**src/rtl/rp_pkg.sv**
```systemverilog
package rp_pkg;
  localparam int FRAC_W   = 23;
  localparam int EXPF_W   = 8;
  localparam int GRD_W    = 7;
  localparam int SIG_W    = FRAC_W + 1 + GRD_W;
  localparam int WORD_W   = 1 + EXPF_W + FRAC_W;
  localparam int RQ_W     = SIG_W + 1 - GRD_W;
  localparam int EMAX_OVF = (1 << EXPF_W) - 3;

  localparam logic [GRD_W-1:0] INC_HALF = GRD_W'(1) << (GRD_W - 1);
  localparam logic [GRD_W-1:0] INC_FULL = '1;

  typedef enum logic [1:0] {
    RM_NEAR_EVEN = 2'b00,
    RM_ZERO      = 2'b01,
    RM_UP        = 2'b10,
    RM_DOWN      = 2'b11
  } rmode_e;
endpackage

```
**src/rtl/rp_incr.sv**
```systemverilog
module rp_incr
  import rp_pkg::*;
(
  input  rmode_e             mode,
  input  logic               sign,
  output logic [GRD_W-1:0]   inc
);
  always_comb begin
    unique case (mode)
      RM_NEAR_EVEN: inc = INC_HALF;
      RM_ZERO:      inc = '0;
      RM_UP:        inc = sign ? '0 : INC_FULL;
      RM_DOWN:      inc = sign ? INC_FULL : '0;
      default:      inc = '0;
    endcase
  end
endmodule

```
**src/rtl/rp_denorm.sv**
```systemverilog
module rp_denorm
  import rp_pkg::*;
#(
  parameter int SH_W = 10
) (
  input  logic [SIG_W-1:0] sig,
  input  logic [SH_W-1:0]  shamt,
  output logic [SIG_W-1:0] jam
);
  logic [SIG_W-1:0] kept_mask;
  logic [SIG_W-1:0] shifted;
  logic             lost;

  always_comb begin
    shifted   = sig >> shamt;
    kept_mask = {SIG_W{1'b1}} << shamt;
    lost      = |(sig & ~kept_mask);
    jam       = shifted | {{(SIG_W-1){1'b0}}, lost};
  end
endmodule

```
**src/rtl/rp_pack.sv**
```systemverilog
module rp_pack
  import rp_pkg::*;
(
  input  logic              sign,
  input  logic [EXPF_W-1:0] exp_eff,
  input  logic [SIG_W-1:0]  sig_eff,
  input  logic [GRD_W-1:0]  inc,
  input  logic              near_even,
  output logic [WORD_W-1:0] word,
  output logic              rbits_nz
);
  logic [GRD_W-1:0]  rbits;
  logic [SIG_W:0]    sum;
  logic [RQ_W-1:0]   rq;
  logic [RQ_W-1:0]   rq_fin;
  logic              tie;
  logic [EXPF_W-1:0] ef;

  always_comb begin
    rbits    = sig_eff[GRD_W-1:0];
    rbits_nz = |rbits;
    sum      = {1'b0, sig_eff} + (SIG_W+1)'(inc);
    rq       = sum[SIG_W:GRD_W];
    tie      = near_even && (rbits == INC_HALF);
    rq_fin   = {rq[RQ_W-1:1], rq[0] & ~tie};
    ef       = (rq_fin == '0) ? '0 : exp_eff;
    word     = {sign, {(WORD_W-1){1'b0}}}
             + (WORD_W'(ef) << FRAC_W)
             + WORD_W'(rq_fin);
  end
endmodule

```
**src/rtl/f32_round_pack.sv**
```systemverilog
module f32_round_pack
  import rp_pkg::*;
#(
  parameter int EXP_W = 10
) (
  input  logic                    clk,
  input  logic                    rst_n,
  input  logic                    in_valid,
  output logic                    in_ready,
  input  logic                    in_sign,
  input  logic signed [EXP_W-1:0] in_exp,
  input  logic [30:0]             in_sig,
  input  logic [1:0]              in_mode,
  output logic                    out_valid,
  input  logic                    out_ready,
  output logic [31:0]             out_word,
  output logic                    out_inexact,
  output logic                    out_overflow,
  output logic                    out_underflow
);
  localparam logic signed [EXP_W-1:0] OVF_E = EXP_W'(EMAX_OVF);

  rmode_e            mode;
  logic [GRD_W-1:0]  inc;
  logic              neg_exp;
  logic [EXP_W-1:0]  shamt;
  logic [SIG_W-1:0]  jam;
  logic [SIG_W-1:0]  sig_eff;
  logic [EXPF_W-1:0] exp_eff;
  logic [SIG_W:0]    ovf_sum;
  logic              ovf;
  logic [WORD_W-1:0] packed_w;
  logic              rbits_nz;
  logic [WORD_W-1:0] nxt_word;
  logic              nxt_inx, nxt_ovf, nxt_unf;
  logic              take;

  assign mode = rmode_e'(in_mode);

  rp_incr u_incr (
    .mode (mode),
    .sign (in_sign),
    .inc  (inc)
  );

  assign neg_exp = in_exp[EXP_W-1];
  assign shamt   = EXP_W'(-in_exp);

  rp_denorm #(.SH_W(EXP_W)) u_denorm (
    .sig   (in_sig),
    .shamt (shamt),
    .jam   (jam)
  );

  always_comb begin
    sig_eff = neg_exp ? jam : in_sig;
    exp_eff = neg_exp ? '0 : in_exp[EXPF_W-1:0];
    ovf_sum = {1'b0, in_sig} + (SIG_W+1)'(inc);
    ovf     = (in_exp > OVF_E) || ((in_exp == OVF_E) && ovf_sum[SIG_W]);
  end

  rp_pack u_pack (
    .sign      (in_sign),
    .exp_eff   (exp_eff),
    .sig_eff   (sig_eff),
    .inc       (inc),
    .near_even (mode == RM_NEAR_EVEN),
    .word      (packed_w),
    .rbits_nz  (rbits_nz)
  );

  always_comb begin
    if (ovf) begin
      nxt_word = {in_sign, (inc == '0) ? 31'h7F7F_FFFF : 31'h7F80_0000};
      nxt_inx  = 1'b1;
      nxt_ovf  = 1'b1;
      nxt_unf  = 1'b0;
    end else begin
      nxt_word = packed_w;
      nxt_inx  = rbits_nz;
      nxt_ovf  = 1'b0;
      nxt_unf  = neg_exp && rbits_nz;
    end
  end

  assign in_ready = !out_valid || out_ready;
  assign take     = in_valid && in_ready;

  always_ff @(posedge clk or negedge rst_n) begin
    if (!rst_n) begin
      out_valid     <= 1'b0;
      out_word      <= '0;
      out_inexact   <= 1'b0;
      out_overflow  <= 1'b0;
      out_underflow <= 1'b0;
    end else if (take) begin
      out_valid     <= 1'b1;
      out_word      <= nxt_word;
      out_inexact   <= nxt_inx;
      out_overflow  <= nxt_ovf;
      out_underflow <= nxt_unf;
    end else if (out_ready) begin
      out_valid     <= 1'b0;
    end
  end

  AST_ACCEPT_TO_OUT: assert property (@(posedge clk) disable iff (!rst_n)
    take |=> out_valid);
  AST_HOLD_ON_STALL: assert property (@(posedge clk) disable iff (!rst_n)
    (out_valid && !out_ready) |=> (out_valid && $stable(out_word) && $stable(out_inexact)
                                   && $stable(out_overflow) && $stable(out_underflow)));
  AST_OVF_INEXACT: assert property (@(posedge clk) disable iff (!rst_n)
    (out_valid && out_overflow) |-> out_inexact);
  AST_OVF_MAGNITUDE: assert property (@(posedge clk) disable iff (!rst_n)
    (out_valid && out_overflow) |-> (out_word[30:0] == 31'h7F80_0000 || out_word[30:0] == 31'h7F7F_FFFF));
  AST_UNF_INEXACT: assert property (@(posedge clk) disable iff (!rst_n)
    (out_valid && out_underflow) |-> (out_inexact && !out_overflow));
  AST_JAM_STICKY: assert property (@(posedge clk) disable iff (!rst_n)
    (in_valid && neg_exp && in_sig != '0) |-> (jam != '0));
endmodule

```
**config.mk**
```make
export PLATFORM = sky130hd
export DESIGN_NAME = f32_round_pack
export DESIGN_NICKNAME = d
export VERILOG_FILES = /design/src/rtl/rp_pkg.sv /design/src/rtl/rp_incr.sv /design/src/rtl/rp_denorm.sv /design/src/rtl/rp_pack.sv /design/src/rtl/f32_round_pack.sv
export SDC_FILE = /design/constraint.sdc
export NUM_CORES = 1
export LEC_CHECK = 0
export BUFFER_PORTS_ARGS = -buffer_cell sky130_fd_sc_hd__buf_4
export CAP_MARGIN = 5
export CORE_MARGIN = 3
export CORE_UTILIZATION = 40
export CTS_CLUSTER_SIZE = 10
export DETAILED_ROUTE_END_ITERATION = 7
export PLACE_DENSITY = 0.55
export SYNTH_ARGS = -nofsm -noshare
export SYNTH_HDL_FRONTEND = slang
export SYNTH_HIERARCHICAL = 1
export SYNTH_SLANG_ARGS = --single-unit
```
**constraint.sdc**
```tcl
create_clock -name clk -period 3.03 [get_ports clk]
set_input_delay 0.909 -clock clk [delete_from_list [all_inputs] [get_ports clk]]
set_output_delay 0.909 -clock clk [all_outputs]
set_load 0.02 [all_outputs]
```
; ---- Word-level counts from Yosys, hierarchy flattened
; Index checks and enable logic that the tools add are counted.
[classes]
addsub = 5
magnitude_cmp = 1
eq_ne = 5
shift = 2
mux = 13
bitwise_logic = 5
n_reduce_logical = 13
[ops]
columns = op, count
row1 = adder 31 x 7 -> 32 bit, 2
row2 = adder 32 x 25 -> 32 bit, 1
row3 = adder 32 x 31 -> 32 bit, 1
row4 = two-way mux 32 bit, 1
row5 = bitwise AND 31 bit, 1
row6 = two-way mux 31 bit, 1
row7 = inverter 31 bit, 1
row8 = OR 31 x 1 -> 31 bit, 1
row9 = OR reduction 31 bit, 1
row10 = << shifter 31 x 10 -> 31 bit (first input constant), 1
row11 = >> shifter 31 x 10 -> 31 bit, 1
row12 = one-hot mux 7 bit (4 select lines), 1
row13 = logical NOT 25 bit, 1
row14 = two-way mux 24 bit, 1
row15 = two-way mux 8 bit, 2
row16 = two-way mux 7 bit, 2
row17 = == test 10 x 9 -> 1 bit (second input constant), 1
row18 = > comparator 10 x 9 -> 1 bit (second input constant), 1
row19 = negator 10 bit, 1
row20 = == test 7 bit (second input constant), 1
row21 = logical NOT 7 bit, 1
row22 = OR reduction 7 bit, 1
row23 = two-way mux 1 bit, 5
row24 = == test 2 bit (second input constant), 2
row25 = other kinds (8), 12
[word_totals]
reg_bits = 36
in_bits = 48
out_inout_bits = 37

; ---- Logic depth before layout (Yosys ltp)
[logic_depth]
word_depth = 16
mapped_depth = 32
mapped_depth_nobuf = 30

; ---- Cells and area by module
; The synthesis kept the hierarchy.
[modules_own_cells]
columns = mod, n_inst, cells_per_inst, area_per_inst_um2, seq_area_each_um2
row1 = rp_denorm, 1, 335, 2287.2, 0.0
row2 = f32_round_pack, 1, 199, 2215.9, 900.9
row3 = rp_pack, 1, 163, 1163.6, 0.0
row4 = rp_incr, 1, 9, 65.1, 0.0

; ---- Least setup slack after synthesis
; No wires, ideal clock.
[synth_timing]
path_type = input to register
startpoint = input port in_exp[2]
endpoint = register out_word[31]
setup_time_ns = 0.126
arrival_ns = 6.957
slack_ns = -4.053
stages = 30
path_buffers = 1
path_cell_list = nor4_1 nand2b_1 or3_1 nor3_1 xnor2_1 or4_1 buf_2 o32ai_1 nand4_1 nor4_1 o2111ai_1 or4b_1 mux2_2 and3_1 nor4_4 o21a_2 mux2_1 a311o_1 o2111ai_1 nor3_2 nor2b_1 ha_1 inv_1 fa_1 nor2_1 and3_1 o31ai_1 xnor2_1 nand4_1 nand3_1
[synth_between]
elab_chain_cells = 16
word_cells_on_any_way = 23
cone_classes = 4 x add/sub / 1 x order compare / 2 x eq/ne / 2 x shift / 4 x mux / 5 x bitwise / 5 x reduce/logical
[synth_rtl]
columns = element, line
row1 = start: declaration, f32_round_pack.sv:11  ; input logic signed [EXP_W-1:0] in_exp,
row2 = negator 10 bit (*), f32_round_pack.sv:47  ; assign shamt = EXP_W'(-in_exp);
row3 = via shamt[9], f32_round_pack.sv:26  ; logic [EXP_W-1:0] shamt;
row4 = << shifter 31 x 10 -> 31 bit, rp_denorm.sv:16  ; kept_mask = {SIG_W{1'b1}} << shamt;
row5 = inverter 31 bit, rp_denorm.sv:17  ; lost = |(sig & ~kept_mask);
row6 = bitwise AND 31 bit, rp_denorm.sv:17
row7 = OR reduction 31 bit, rp_denorm.sv:17
row8 = OR 31 x 1 -> 31 bit (*), rp_denorm.sv:18  ; jam = shifted | {{(SIG_W-1){1'b0}}, lost};
row9 = via jam[0], f32_round_pack.sv:27  ; logic [SIG_W-1:0] jam;
row10 = two-way mux 31 bit (*), f32_round_pack.sv:56  ; sig_eff = neg_exp ? jam : in_sig;
row11 = via sig_eff[0], f32_round_pack.sv:28  ; logic [SIG_W-1:0] sig_eff;
row12 = "parallel branches: the longest is 7 deep, another holds adder 31 x 7 -> 32 bit", -
row13 = adder 32 x 25 -> 32 bit (*), rp_pack.sv:29  ; + WORD_W'(rq_fin);
row14 = via packed_w[31], f32_round_pack.sv:32  ; logic [WORD_W-1:0] packed_w;
row15 = two-way mux 32 bit (*), f32_round_pack.sv:73  ; if (ovf) begin
row16 = end signal: assignment, f32_round_pack.sv:98  ; out_word <= nxt_word;
row17 = end: declaration, f32_round_pack.sv:16  ; output logic [31:0] out_word,
; Mark *: on every way through the listed nets, which the timed path passes.
; A chain may end at the register's enable or synchronous reset.

; ---- Worst setup path after layout
; Same ends and word-level chain as after synthesis.

==> key figures <==
Status
  – Status: finished, violations left
  – Failing checks: setup timing

Worst setup path
  – WP data required: 3.25 ns
  – Crit-path leading delay family: simple AND/OR/NAND/NOR gates
  – CP startpoint kind: primary input
  – Max incr delay on CP: around 0.58 ns
  – Crit path buf inv count: 7
  – Slowest CP cell: or4_4
  – Max FO, Critical Path: 11
  – Crit. End Element: register
  – Critical Path Most Common Cell: buf_4
  – Critical path class: primary input to register
  – Critical Path AT: around 7.3 ns

Timing
  – Minimum clock period: 7.12 ns
  – Slew Viols, Final: 0
  – Post-route setup slack: -4.09 ns
  – Slew HR: 0.435
  – Unrepaired setup endpoints after global routing: yes
  – Max Fclk: roughly 0.14 GHz
  – Setup TNS: -99.37 ns
  – Final period util: 2.35
  – Setup-failing EPs final: 34
  – Slew @ Worst Pin: approximately 0.85 ns
  – Clock Skews: 0.00437 ns
  – Endpoints failing hold: 0

Global route
  – Largest net degree at the start of global routing: 52
  – Vias in the first global route: around 7200
  – Grt ovf: 0
  – Total track usage: 0.310
  – First-pass GRT wire length: between 30000 and 40000 µm
  – Initial antenna violation count: 0

Synthesis
  – Post-synthesis register bit count: 36
  – Register area share after synthesis: 0.157
  – Yosys top cell area share: 0.157
  – Syn Inst Count: 706
  – Main combinational cell family by area after synthesis: simple AND/OR/NAND/NOR gates
  – Avg Cell Area, Syn: between 8 and 9 µm²
  – Post-synthesis simple-gate area fraction: 0.261
  – Commonest cells post-synth: nand2_1 (84), nor2_1 (74), mux2_2 (39), dfrtp_1 (36), clkbuf_1 (26)
  – Asr flop ratio synth: 1.00
  – YS warnings: 6
  – Post-Synth XOR/XNOR Area: 0.0672
  – Synth top area cells: dfrtp_1 (16%), mux4_2 (9.4%), mux2_2 (7.7%)
  – Post-synth EDFFs: 0
  – Unique masters post-synth: 83
  – Multiplexer area fraction after synthesis: 0.208
  – Synth Area in Compound Gates: 0.203
  – Area leader, netlist: dfrtp_1
  – Post-synth top flop: dfrtp_1
  – Count leader, synth: nand2_1
  – Post-synthesis adder-cell area fraction: 0.0437
  – Mapped Nets: about 770
  – Synthesized area: around 5700 µm²

Clock tree
  – Clock Root Buffer: clkbuf_16
  – CTS max path bufs: 2
  – CTS sink count: 36
  – CTS Buf Count: 5
  – Worst-path clk slew: 0.06 ns
  – H-tree depth: 2
  – Worst-skew pair later-pin latency: 0.29 ns
  – Hold buffers post-CTS: 0
  – CTS tree: yes

Floorplan
  – Die Width: between 100 and 150 µm
  – Core Rows: 43
  – Die area: about 16000 µm²
  – Core area: 13900 µm²
  – Initial Util: 0.411
  – Chip Height: 126 µm
  – Ports: 85

Routing
  – DRT iter0 DRCs: 750
  – DR vias: around 7200
  – ANT nets after route: 0
  – # DRC: 0
  – TritonRoute pass-1 iters: 5
  – Wire length per cell: about 22 µm
  – Final wirelength: between 20000 and 30000 µm
  – Vias/cell: 6.06

Cells and area
  – Layout area overhead: 58.5%
  – Register area: around 900 µm²
  – Fin cells: 1184
  – Layout cells sized above 1: 0.511
  – Nets: 1068
  – Area of the multi-input gates: 4970 µm²
  – Fillcell total: between 1000 and 1500
  – ANT cells: 0
  – Final instance area: slightly above 9000 µm²

Place
  – I/O Buffers: 84
  – Placer Congestion: 1.02
  – Post-DP HPWL: 20000 µm
  – Placed Area: about 8300 µm²
  – Cells after DPL: between 1000 and 1500

Power
  – Max VDD drop: approximately 0.32 mV
  – PwrDens: between 200 and 300 nW/µm²
  – Static Leak: 0.00412 µW
  – Pwr Total: 2630 µW

Hold path
  – HP Class: register to register

Run
  – Max-cap violations: 0
## layer usage
| layer | track usage | routed length, µm | part of all wire | vias to the layer above |
|---|---|---|---|---|
| li1 | - | - | - | 3250 |
| met1 | 0.421 | 10800 | 0.42 | 3514 |
| met2 | 0.514 | 12300 | 0.48 | 354 |
| met3 | 0.0560 | 2150 | 0.083 | 60 |
| met4 | 0.0759 | 592 | 0.023 | 0 |
| met5 | 0 | 0 | 0 | - |
## power breakdown
part,leakage [µW],internal (µW),switching (µW),total (µW)
registers,0.000448,543,37.2,580
logic,0.00360,690,768,1460
clock network,0.0000798,386,207,593
## worst register-to-register path: stages, from the launching register on
cell      delay [ns]
dfrtp_1         0.37
nand2b_1        0.13
nand2_1         0.50
a221o_1         0.56
## stage by stage
stage	util	hold slack [ns]	setup slack, ns
3_5_place_dp	0.598	0.473	-4.34
5_1_grt	0.652	0.512	-4.29
2_1_floorplan	-	0.583	-3.83
4_1_cts	0.628	0.486	-3.84
3_3_place_gp	0.598	0.462	-4.23
6_report	0.652	0.491	-4.09
## flip-flops by register name (all words and copies together), names as in the netlist
| name | count |
|---|---|
| out_inexact | 1 |
| out_overflow | 1 |
| out_valid | 1 |
| out_underflow | 1 |
| out_word | 32 |
## logic make-up after synthesis
group / Yosys count
AND/OR/NAND/NOR: 294
AO/OA/AOI/OAI: 154
multiplexers: 84
buffers and inverters: 74
XOR/XNOR: 44
flip-flops: 36
adder cells (fa/ha/maj): 20
## placed cells by master (no fill, tap or decap), drive strengths merged, types with 7 or more instances in the layout
cell type	netlist	final
buf	30	345
nand2	84	84
nor2	75	75
mux2	40	40
dfrtp	36	36
o21ai	26	26
mux4	24	24
nand3	24	24
a221o	23	23
xor2	23	23
a21oi	22	22
nor3	21	21
xnor2	21	21
mux2i	20	20
nand4	20	20
ha	16	16
inv	16	16
and3	12	12
nor4	12	12
nor2b	10	10
o22a	9	9
nand2b	7	7
o31ai	7	7
## cell type report
type                       count  area share
multi-input combinational    596       0.547
sequential                    36      0.0992
clock buffer                   5      0.0138
inverter                      18     0.00744
timing repair buffer         346       0.303
clock inverter                 3     0.00468
tap                          180      0.0248
## what timing repair did
item	in CTS	in global routing
setup endpoints to repair	34	34
gates cloned	0	1
pin swaps	19	37
endpoints found under the hold margin	0	0
buffers inserted	15	10
gates resized for setup	25	56
## worst paths after layout
check,start,depth (start not counted),slack [ns],to
worst max-delay path,in_exp[2],33,-4.09,out_word[31]
worst min-delay path,out_underflow,2,0.49,out_underflow
worst max register to register,out_valid,3,1.35,out_word[6]
worst min register to register,out_underflow,2,0.49,out_underflow
max in group asynchronous,rst_n,1,2.13,out_word[30]
min in group asynchronous,rst_n,1,0.57,out_word[19]
No activity file was read; power rests on OpenSTA's default activity.
